**src/rtl/eth_phy_clkgen.sv**
```systemverilog
module eth_phy_clkgen #(
  parameter int REG_W    = 32,
  parameter int DIV1_W   = 3,
  parameter int SLOW_DIV = 5,
  parameter int FAST_DIV = 10
) (
  input  logic             clk,
  input  logic             rst_n,
  input  logic             cfg_we,
  input  logic [REG_W-1:0] cfg_wdata,
  output logic [REG_W-1:0] cfg_rdata,
  input  logic             src_tick0_i,
  input  logic             src_tick1_i,
  output logic             ref_clk_o,
  output logic             tx_clk_o,
  output logic             rgmii_sel_o,
  output logic [1:0]       tx_delay_o
);
  localparam int C1W   = DIV1_W + 1;
  localparam int C2W   = $clog2(FAST_DIV + 1);
  localparam int B_MOD = 0;
  localparam int B_SEL = 4;
  localparam int B_DLY = 5;
  localparam int B_DIV = 7;
  localparam int B_M25 = B_DIV + DIV1_W;
  localparam int B_INV = B_M25 + 1;
  localparam int B_EN  = B_INV + 1;

  logic              mode_q, sel_q, m25_q, inv_q, en_q;
  logic [1:0]        dly_q;
  logic [DIV1_W-1:0] div_q;

  always_ff @(posedge clk) begin
    if (!rst_n) begin
      mode_q <= 1'b0; sel_q <= 1'b0; m25_q <= 1'b0;
      inv_q  <= 1'b0; en_q  <= 1'b0; dly_q <= '0; div_q <= '0;
    end else if (cfg_we) begin
      mode_q <= cfg_wdata[B_MOD];
      sel_q  <= cfg_wdata[B_SEL];
      dly_q  <= cfg_wdata[B_MOD] ? cfg_wdata[B_DLY+1:B_DLY] : 2'b00;
      div_q  <= cfg_wdata[B_DIV+DIV1_W-1:B_DIV];
      m25_q  <= cfg_wdata[B_M25];
      inv_q  <= cfg_wdata[B_INV] & ~cfg_wdata[B_MOD];
      en_q   <= cfg_wdata[B_EN];
    end
  end

  always_comb begin
    cfg_rdata = '0;
    cfg_rdata[B_MOD]                  = mode_q;
    cfg_rdata[B_SEL]                  = sel_q;
    cfg_rdata[B_DLY+1:B_DLY]          = dly_q;
    cfg_rdata[B_DIV+DIV1_W-1:B_DIV]   = div_q;
    cfg_rdata[B_M25]                  = m25_q;
    cfg_rdata[B_INV]                  = inv_q;
    cfg_rdata[B_EN]                   = en_q;
  end

  function automatic logic [C1W-1:0] ratio1(input logic [DIV1_W-1:0] code);
    return (code == '0) ? C1W'(1) : C1W'(code);
  endfunction

  function automatic logic [C2W-1:0] ratio2(input logic fast);
    return fast ? C2W'(FAST_DIV) : C2W'(SLOW_DIV);
  endfunction

  // first stage: source mux and one-based divider
  logic           sel_a;
  logic [C1W-1:0] c1, r1_a;
  logic           tick, t1_end;

  assign tick   = sel_a ? src_tick1_i : src_tick0_i;
  assign t1_end = tick && (c1 == r1_a - C1W'(1));

  always_ff @(posedge clk) begin
    if (!rst_n) begin
      c1 <= '0; r1_a <= C1W'(1); sel_a <= 1'b0;
    end else if (tick) begin
      if (t1_end) begin
        c1    <= '0;
        r1_a  <= ratio1(div_q);
        sel_a <= sel_q;
      end else begin
        c1 <= c1 + C1W'(1);
      end
    end
  end

  // second stage: 5/10 divider producing the output level
  logic [C2W-1:0] c2, r2_a, r2_n;
  logic           t2_end, lvl2;

  assign r2_n   = ratio2(m25_q);
  assign t2_end = t1_end && (c2 == r2_a - C2W'(1));

  always_ff @(posedge clk) begin
    if (!rst_n) begin
      c2 <= '0; r2_a <= C2W'(SLOW_DIV); lvl2 <= 1'b0;
    end else if (t1_end) begin
      if (t2_end) begin
        c2   <= '0;
        r2_a <= r2_n;
        lvl2 <= (r2_n >> 1) != '0;
      end else begin
        c2   <= c2 + C2W'(1);
        lvl2 <= (c2 + C2W'(1)) < (r2_a >> 1);
      end
    end
  end

  assign ref_clk_o   = en_q & lvl2;
  assign tx_clk_o    = en_q & (lvl2 ^ (inv_q & ~mode_q));
  assign rgmii_sel_o = mode_q;
  assign tx_delay_o  = dly_q;

  AST_RMII_DLY_ZERO: assert property (@(posedge clk) disable iff (!rst_n)
    (cfg_we && !cfg_wdata[B_MOD]) |=> (tx_delay_o == 2'b00));
  AST_SRC_AT_END: assert property (@(posedge clk) disable iff (!rst_n)
    !t1_end |=> $stable(sel_a));
  AST_DIV1_RANGE: assert property (@(posedge clk) disable iff (!rst_n)
    (c1 < r1_a) && (r1_a != '0));
  AST_DIV2_RANGE: assert property (@(posedge clk) disable iff (!rst_n)
    c2 < r2_a);
  AST_RGMII_NO_INV: assert property (@(posedge clk) disable iff (!rst_n)
    (cfg_we && cfg_wdata[B_MOD]) |=> (tx_clk_o == ref_clk_o));
  AST_GATE_OFF: assert property (@(posedge clk) disable iff (!rst_n)
    (cfg_we && !cfg_wdata[B_EN]) |=> (!ref_clk_o && !tx_clk_o));
  AST_LEVEL_AT_EVENT: assert property (@(posedge clk) disable iff (!rst_n)
    !t1_end |=> $stable(lvl2));
  AST_RATIO_AT_END: assert property (@(posedge clk) disable iff (!rst_n)
    !t2_end |=> $stable(r2_a));
endmodule

```
**config.mk**
```make
export PLATFORM = sky130hd
export DESIGN_NAME = eth_phy_clkgen
export DESIGN_NICKNAME = d
export VERILOG_FILES = /design/src/rtl/eth_phy_clkgen.sv
export SDC_FILE = /design/constraint.sdc
export NUM_CORES = 1
export LEC_CHECK = 0
export ABC_AREA = 1
export ABC_CLOCK_PERIOD_IN_PS = 2080
export BUFFER_PORTS_ARGS = -buffer_cell sky130_fd_sc_hd__buf_2
export CELL_PAD_IN_SITES_DETAIL_PLACEMENT = 0
export CELL_PAD_IN_SITES_GLOBAL_PLACEMENT = 1
export CORE_MARGIN = 2
export CORE_UTILIZATION = 32
export CTS_BUF_LIST = sky130_fd_sc_hd__clkbuf_8
export DETAILED_ROUTE_END_ITERATION = 10
export GPL_TIMING_DRIVEN = 0
export PLACE_DENSITY = 0.85
export SETUP_SLACK_MARGIN = 0.1
export SLEW_MARGIN = 0
export SYNTH_ARGS = -nofsm -noshare
export SYNTH_HDL_FRONTEND = slang
export SYNTH_SLANG_ARGS = --single-unit
```
**constraint.sdc**
```tcl
create_clock -name clk -period 2.08 [get_ports clk]
set_input_delay 0.312 -clock clk [delete_from_list [all_inputs] [get_ports clk]]
set_output_delay 0.312 -clock clk [all_outputs]
set_load 0.1 [all_outputs]
```
# After elaboration in Yosys (flattened, before gate mapping)
# Index checks and enable logic that the tools add are counted.
[op_classes]
add_sub_neg = 4
n_div = 0
n_shift = 0
multipliers = 0
n_bitwise = 7
mux = 7
magnitude_cmp = 1
eq_ne = 2
n_reduce_logical = 6
[ops]
columns = ["operator", "n"]
rows = [
  ["$mux 4", 3],
  ["$add 4x1->4 const B", 2],
  ["$eq 4x4->1", 2],
  ["$sub 4x1->4 const B", 2],
  ["$and 1x1->1", 4],
  ["$lt 4x3->1", 1],
  ["$reduce_and 2->1", 2],
  ["$reduce_bool 4->1", 1],
  ["$logic_not 3->1", 1],
  ["$mux 3", 1],
  ["$logic_and 1x1->1", 2],
  ["$mux 1", 2],
  ["$mux 2", 1],
  ["$not 1->1", 2],
  ["$xor 1x1->1", 1],
]
[totals]
wordCells = 40
romBits = 0
output_inout_bits = 37
mem_bits_rw = 0
regBits = 28
latchBits = 0
mem_count = 0

# Longest topological paths before layout
# Gate-level depths: netlist (run 1).
[logic_depth]
depth_word = 5
depth_mapped = 12
ltp_nobuf = 12

# Worst setup path after synthesis (run 1)
# OpenSTA, ideal clock, no wires.
[synth_path]
path_type = "reg-to-output"
start = "reg mode_q, in the netlist rgmii_sel_o"
end = "out tx_clk_o"
t_required_ns = 1.768
arrival_time_ns = 1.971
slack_ns = -0.203
n_path_buf = 0
path_stages_with_launch = 4
cell_sequence = "dfxtp_1 inv_1 nand3_1 and3b_1"
[synth_via]
elab_chain_len = 4
[synth_lines]
columns = ["element", "line", "source"]
rows = [
  ["from (decl)", "29", "logic mode_q, sel_q, m25_q, inv_q, en_q;"],
  ["from (signal assigned)", "38", "mode_q <= cfg_wdata[B_MOD];"],
  ["$not 1->1", "112", "assign tx_clk_o = en_q & (lvl2 ^ (inv_q & ~mode_q));"],
  ["$and 1x1->1", "112", ""],
  ["$xor 1x1->1", "112", ""],
  ["$and 1x1->1", "112", ""],
  ["to (decl)", "15", "output logic tx_clk_o,"],
]
# No other way between the ends.

# Worst setup path in the final report (run 1)
[layout_path]
start = "reg r1_a[0]"
end = "reg c2[3]"
[layout_via]
elab_chain_len = 5
[layout_lines]
columns = ["element", "line", "source"]
rows = [
  ["from (decl)", "69", "logic [C1W-1:0] c1, r1_a;"],
  ["from (signal assigned)", "81", "r1_a <= ratio1(div_q);"],
  ["$sub 4x1->4 (*)", "73", "assign t1_end = tick && (c1 == r1_a - C1W'(1));"],
  ["$eq 4x4->1 (*)", "73", ""],
  ["$logic_and 1x1->1 (*)", "73", ""],
  ["$logic_and 1x1->1", "94", "assign t2_end = t1_end && (c2 == r2_a - C2W'(1));"],
  ["$mux 4", "100", "if (t2_end) begin"],
  ["to (signal assigned)", "105", "c2 <= c2 + C2W'(1);"],
  ["to (decl)", "90", "logic [C2W-1:0] c2, r2_a, r2_n;"],
]
# Mark *: on every way between the ends. The rest lies on a longest branch, timed or not.
# A chain may end at the register's enable or synchronous reset.

==> qor.yml, run 1 <==
global_routing:
  grt_pass1_vias: 1181
  grt_max_degree: 15
  gr-total-overflow: 0
  antenna_found_initial: 0
  grtUsageTotal_pct: 11.9
  grt_first_pass_wirelength_mm: 5.09
sta:
  period_share_pct: 85.4
  setup_viol: 0
  finalClockSkew_ps: 2.23
  tns_ps: 0
  fin_ws_ps: 304
  fin_crit_ps: 1780
  holdWs_ps: 261
  fmax_mhz: 563
  finalMaxSlewViolations: 0
  finalHoldViolations: 0
  rsz0062_at_grt: "false"
power:
  ir_drop_mv: 0.432
  p_leak_nw: 1.05
  total_power_mw: 2.20
  power_density_mw_per_mm2: 1170
clock_network:
  htree_levels: 1
  cts_setup_buffers: 0
  cts-buffers-inserted: 3
  cts_hold_buf: 0
  clock_sinks: 25
  clock_latency_ps: 270
  clock_path_buffers: 2
  clk_transition_reported_paths_ps: 90
  clock-root-buffer: "clkbuf_8"
  cts_tree: "done"
  cts_resized: 0
floorplan:
  die_area_mm2: 0.00541
  initial_core_util_pct: 33.0
  core_mm2: 0.00469
  pin_count: 74
  die_w_um: 73.5
  rows: 25
  die_h_um: 73.5
placement:
  dp_hpwl_mm: 2.32
  port_buffers: 28
  gp_congestion: 0.771
  pre_cts_ws_ps: 305
  dpl.cell_count: 328
  postPlaceCellArea_mm2: 0.00183
route:
  top_layer: "met4"
  ant_nets: 0
  firstDrtPassIters: 4
  detail_route.vias_per_cell: 4.06
  vias: 1349
  wl_met1_mm: 1.42
  drtIter0Drc: 30
  wl_met3_um: 174
  wl_per_cell_um: 8.69
  drc: 0
  met2_length_mm: 1.23
  routed_wl_mm: 2.89
job:
  cap_violations: 0
yosys:
  yosysWarnings: 0
  syn_area_mm2: 0.00155
  avgSynthCellArea_um2: 6.87
  synth_cell_types: 23
  synth_seq_area_share_pct: 32.4
  yosys_register_bits: 25
  synth_cells: 225
layout:
  final_nets: 323
  fin_cells: 332
  final_util_pct: 40.1
  drive_gt1_share_pct: 25.5
  diodes: 0
  final_area_mm2: 0.00188
  area_growth_pct: 21.6
  fillCellCount: 503
setup_path:
  arrival_ps: 1950
  cp.required_ps: 2250
  crit_path_end_kind: "flip-flop"
  cp-start-kind: "flip-flop"
  worstPathMaxFanout: 10
  critPathKind: "flip-flop to flip-flop"
worst_hold_path:
  hold_class: "primary input to flip-flop"
outcome:
  outcome: "finished clean"
==> power by group <==
part           internal, mW  switching (mW)  leakage (nW)  total [mW]
clock network         0.134           0.154        0.0255       0.288
registers             0.583           0.115         0.206       0.698
logic                 0.401           0.811         0.818        1.21
==> layout make-up <==
type / instances / area [um2] / share of cell area [%]
flip-flops and latches: 25 / 502 / 26.7
inverters: 31 / 116 / 6.19
clock buffers: 3 / 41.3 / 2.20
clock inverters: 1 / 5.00 / 0.266
plain buffers: 34 / 248 / 13.2
well taps: 54 / 67.6 / 3.59
repair buffers: 28 / 140 / 7.45
multi-input cells: 156 / 761 / 40.5
==> cell usage in the layout (no fill, tap or decap), drive strengths merged <==
cell / instances
xor2: 2
clkinv: 1
and3b: 1
nand4: 2
nor2: 29
xnor2: 2
a21boi: 1
dfxtp: 25
conb: 22
buf: 58
o21ai: 16
inv: 31
nand2: 44
nor3: 1
ha: 7
a21oi: 13
nand3: 16
clkbuf: 7
==> critical path, cell delays in order, from the launching register on <==
cell and delay, ps:
dfxtp_1 390, inv_1 100, ha_1 310, inv_1 60
nand2_1 40, nand2_1 60, nand3_1 90, nor2_2 140
nand2_2 120, buf_6 170, o21ai_1 130, nor2_1 50
==> registers in the layout, indices dropped and copies added, names as in the netlist <==
name,flops
c1,4
c2,4
div_q,3
en_q,1
inv_q,1
lvl2,1
m25_q,1
r1_a,3
r2_a,2
rgmii_sel_o,1
sel_a,1
sel_q,1
tx_delay_o,2
==> per-layer routing <==
layer | global-route usage, % | up-vias
li1 | - | 756
met1 | 15.8 | 550
met2 | 18.8 | 38
met3 | 2.06 | 5
met4 | 5.45 | 0
met5 | 0 | -
==> worst paths after layout <==
| check | start | end | slack (ps) | cells past startpoint |
|---|---|---|---|---|
| hold reg to reg | div_q[0]$_SDFFE_PN0P_ | div_q[0]$_SDFFE_PN0P_ | 480 | 2 |
| setup / recovery | r1_a[0]$_SDFFE_PN1P_ | c2[3]$_SDFFE_PN0P_ | 300 | 11 |
| setup reg to reg | r1_a[0]$_SDFFE_PN1P_ | c2[3]$_SDFFE_PN0P_ | 300 | 11 |
| hold / removal | cfg_wdata[9] | div_q[2]$_SDFFE_PN0P_ | 260 | 3 |
==> kinds of logic (layout without fill, tap and decap cells) <==
logic type,after synthesis,after routing,synth area share [%]
AND/OR/NAND/NOR,93,93,25.6
buffers and inverters,65,97,23.5
AO/OA/AOI/OAI,30,30,9.87
flip-flops,25,25,32.4
adder cells (fa/ha/maj),7,7,5.66
XOR/XNOR,4,4,2.75
other,1,22,0.242
==> cell usage after synthesis <==
cell type / count / area share [%]
nor2_1: 26 / 6.3
nand2_2: 3 / 1.2
a21boi_0: 1 / 0.49
clkbuf_4: 1 / 0.49
o21ai_1: 5 / 1.6
inv_1: 31 / 7.5
conb_1: 1 / 0.24
xnor2_2: 1 / 1.1
nor2_2: 3 / 1.2
o21ai_0: 11 / 3.6
xnor2_1: 1 / 0.57
ha_1: 7 / 5.7
nand2_1: 41 / 10
clkbuf_1: 3 / 0.73
dfxtp_1: 25 / 32
nand4_1: 2 / 0.81
nor3_1: 1 / 0.32
buf_4: 29 / 14
a21oi_1: 13 / 4.2
xor2_1: 2 / 1.1
buf_6: 1 / 0.73
nand3_1: 16 / 5.2
and3b_1: 1 / 0.57
(Power assumes the default switching activity.)
==> run 2: changes to the inputs <==
--- a/config.mk
+++ b/config.mk
@@ -6,7 +6,7 @@
 export NUM_CORES = 1
 export LEC_CHECK = 0
 export ABC_AREA = 1
-export ABC_CLOCK_PERIOD_IN_PS = 2080
+export ABC_CLOCK_PERIOD_IN_PS = 1700
 export BUFFER_PORTS_ARGS = -buffer_cell sky130_fd_sc_hd__buf_2
 export CELL_PAD_IN_SITES_DETAIL_PLACEMENT = 0
 export CELL_PAD_IN_SITES_GLOBAL_PLACEMENT = 1
@@ -16,7 +16,6 @@
 export DETAILED_ROUTE_END_ITERATION = 10
 export GPL_TIMING_DRIVEN = 0
 export PLACE_DENSITY = 0.85
-export SETUP_SLACK_MARGIN = 0.1
 export SLEW_MARGIN = 0
 export SYNTH_ARGS = -nofsm -noshare
 export SYNTH_HDL_FRONTEND = slang
==> constraint.sdc (replaced) <==
create_clock -name clk -period 1.7 [get_ports clk]
set_input_delay 0.255 -clock clk [delete_from_list [all_inputs] [get_ports clk]]
set_output_delay 0.255 -clock clk [all_outputs]
set_load 0.1 [all_outputs]
==> qor.yml, run 2 (synthesis results as in run 1) <==
power:
  p_leak_nw: 1.09  # +4.0%
  ir_drop_mv: 0.563  # +30%
  power_density_mw_per_mm2: 1590  # +36%
sta:
  period_share_pct: 93.8  # +8.4 points
  finalClockSkew_ps: 8.49  # +6.26 ps
  holdWs_ps: 196  # -64.1 ps
  fin_crit_ps: 1590  # -181 ps
  finalMaxSlewViolations: 0  # unchanged
  finalHoldViolations: 0  # unchanged
  setup_viol: 0  # unchanged
  fmax_mhz: 627  # +11%
floorplan:
  die_w_um: 73.5  # unchanged
  die_area_mm2: 0.00541  # unchanged
  die_h_um: 73.5  # unchanged
  initial_core_util_pct: 33.0  # unchanged
  core_mm2: 0.00469  # unchanged
  rows: 25  # unchanged
  pin_count: 74  # unchanged
worst_hold_path:
  hold_class: "primary input to flip-flop"
layout:
  seq_area_um2: 510  # +1.7%
  area_growth_pct: 30.8
  final_nets: 328  # +1.5%
  final_util_pct: 43.1  # +3.0 points
  drive_gt1_share_pct: 31.8  # +6.3 points
  final_common_cell: "nand2_1"
  final_cell_mix: "nand2_1 (41), buf_4 (32), inv_1 (29)"
  largest_registers: "c1: 4 flops, c2: 4 flops"
  fillCellCount: 479  # -4.8%
  multiInputGateArea_um2: 826  # +8.6%
  diodes: 0  # unchanged
clock_network:
  clock_path_buffers: 2  # unchanged
  clk_transition_reported_paths_ps: 100  # about the same
  htree_levels: 1  # unchanged
  cts-buffers-inserted: 3  # unchanged
  clock_latency_ps: 280  # about the same
  clock_sinks: 25  # unchanged
  cts_hold_buf: 0  # unchanged
  cts_tree: "done"
  clock-root-buffer: "clkbuf_8"
route:
  wl_met1_mm: 1.53  # +7.7%
  wl_per_cell_um: 9.39  # +8.0%
  drc: 0  # unchanged
  top_layer: "met4"
  vias: 1418  # +5.1%
  drtIter0Drc: 29  # -3.3%
  ant_nets: 0  # unchanged
  met2_length_mm: 1.43  # +16%
  routed_wl_mm: 3.16  # +9.6%
  firstDrtPassIters: 4  # unchanged
  detail_route.vias_per_cell: 4.21  # +3.6%
  wl_met3_um: 163  # -6.3%
placement:
  dp_hpwl_mm: 2.33  # +0.20%
  port_buffers: 28  # unchanged
  gp_congestion: 0.775  # +0.45%
setup_path:
  path_cells: "ha_1 > xor2_2 > ha_1 > a21boi_0 > nor2_1 > nand3_1 > nand3_1 > nand2_1 > inv_1"
  arrival_ps: 1780  # -170 ps
  crit_path_max_incr_delay_ps: 380  # about the same
  worstPathMaxFanout: 7  # -3
  cp-start-kind: "flip-flop"
  critPathKind: "flip-flop to flip-flop"
  cp.required_ps: 1880  # -370 ps
  cpMaxStageDelayCell: "dfxtp_4"
  crit_path_end_kind: "flip-flop"
global_routing:
  grt_first_pass_wirelength_mm: 5.14  # +1.1%
  grt_pass1_vias: 1183  # +0.17%
  grtUsageTotal_pct: 12.0  # +0.10 points
  grt_max_degree: 17  # +2
  gr-total-overflow: 0  # unchanged
  antenna_found_initial: 0  # unchanged
outcome:
  outcome: "finished clean"
job:
  cap_violations: 0  # unchanged
-- run 2: changes by cell type in the layout (fill, tap and decap cells not counted), sizes merged --
cell / previous run / this run
inv: 31 / 32
clkbuf: 7 / 9
clkinv: 1 / 0
buf: 58 / 61
-- run 2: worst paths after layout --
kind,start,endpoint,slack (ps),cells past startpoint
worst max-delay path,c2[0]$_SDFFE_PN0P_,lvl2$_SDFFE_PN0P_,110,9
worst min-delay path,cfg_wdata[8],div_q[1]$_SDFFE_PN0P_,200,3
worst max register to register,c2[0]$_SDFFE_PN0P_,lvl2$_SDFFE_PN0P_,110,9
worst min register to register,div_q[0]$_SDFFE_PN0P_,div_q[0]$_SDFFE_PN0P_,480,2
-- run 2: power breakdown --
part           internal [mW]  switching, mW  total [mW]
sequential             0.728          0.143       0.872
combinational          0.775           1.19        1.96
clock                  0.172          0.214       0.387
-- run 2: layout make-up --
| type | count | share of cell area [%] |
|---|---|---|
| multi-input cells | 156 | 40.8 |
| flip-flops and latches | 25 | 25.2 |
| plain buffers | 34 | 12.4 |
| repair buffers | 33 | 9.96 |
| inverters | 31 | 5.75 |
| well taps | 54 | 3.34 |
| clock buffers | 3 | 2.04 |
| clock inverters | 1 | 0.433 |
-- run 2: metal layers --
layer	GRT usage, %	vias to the layer above
li1	-	768
met1	15.3	608
met2	20.0	37
met3	2.61	5
met4	4.04	0
met5	0	-
-- run 2: per-stage QoR --
| step | instance area (um2) | std cells | setup WS (ps) | TNS, ps | total power [mW] |
|---|---|---|---|---|---|
| finish | 2020 | 337 | 105 | 0 | 3.22 |
| global route | 2020 | 337 | -9.44 | -19.9 | 3.47 |
| CTS | 1920 | 336 | 11.1 | 0 | 2.90 |
| floorplan | 1630 | 246 | 71.5 | 0 | 2.13 |
| global placement | 1840 | 328 | -44.6 | -320 | 2.36 |
| detailed placement | 1840 | 328 | -49.1 | -387 | 2.38 |
-- run 2: critical path, delay by kind of cell, from the launching register on --
family,cells,cell delay [ps]
AO/OA/AOI/OAI,1,160
XOR/XNOR,1,160
adder cells (fa/ha/maj),2,500
buffers and inverters,1,30
flip-flops,1,380
AND/OR/NAND/NOR,4,270
-- run 2: what timing repair did --
action	in CTS	in global routing
cloned	0	1
setup endpoints to repair	15	15
pin swaps	1	2
gates resized for setup	4	17
endpoints found under the hold margin	0	0
buffers inserted	4	0
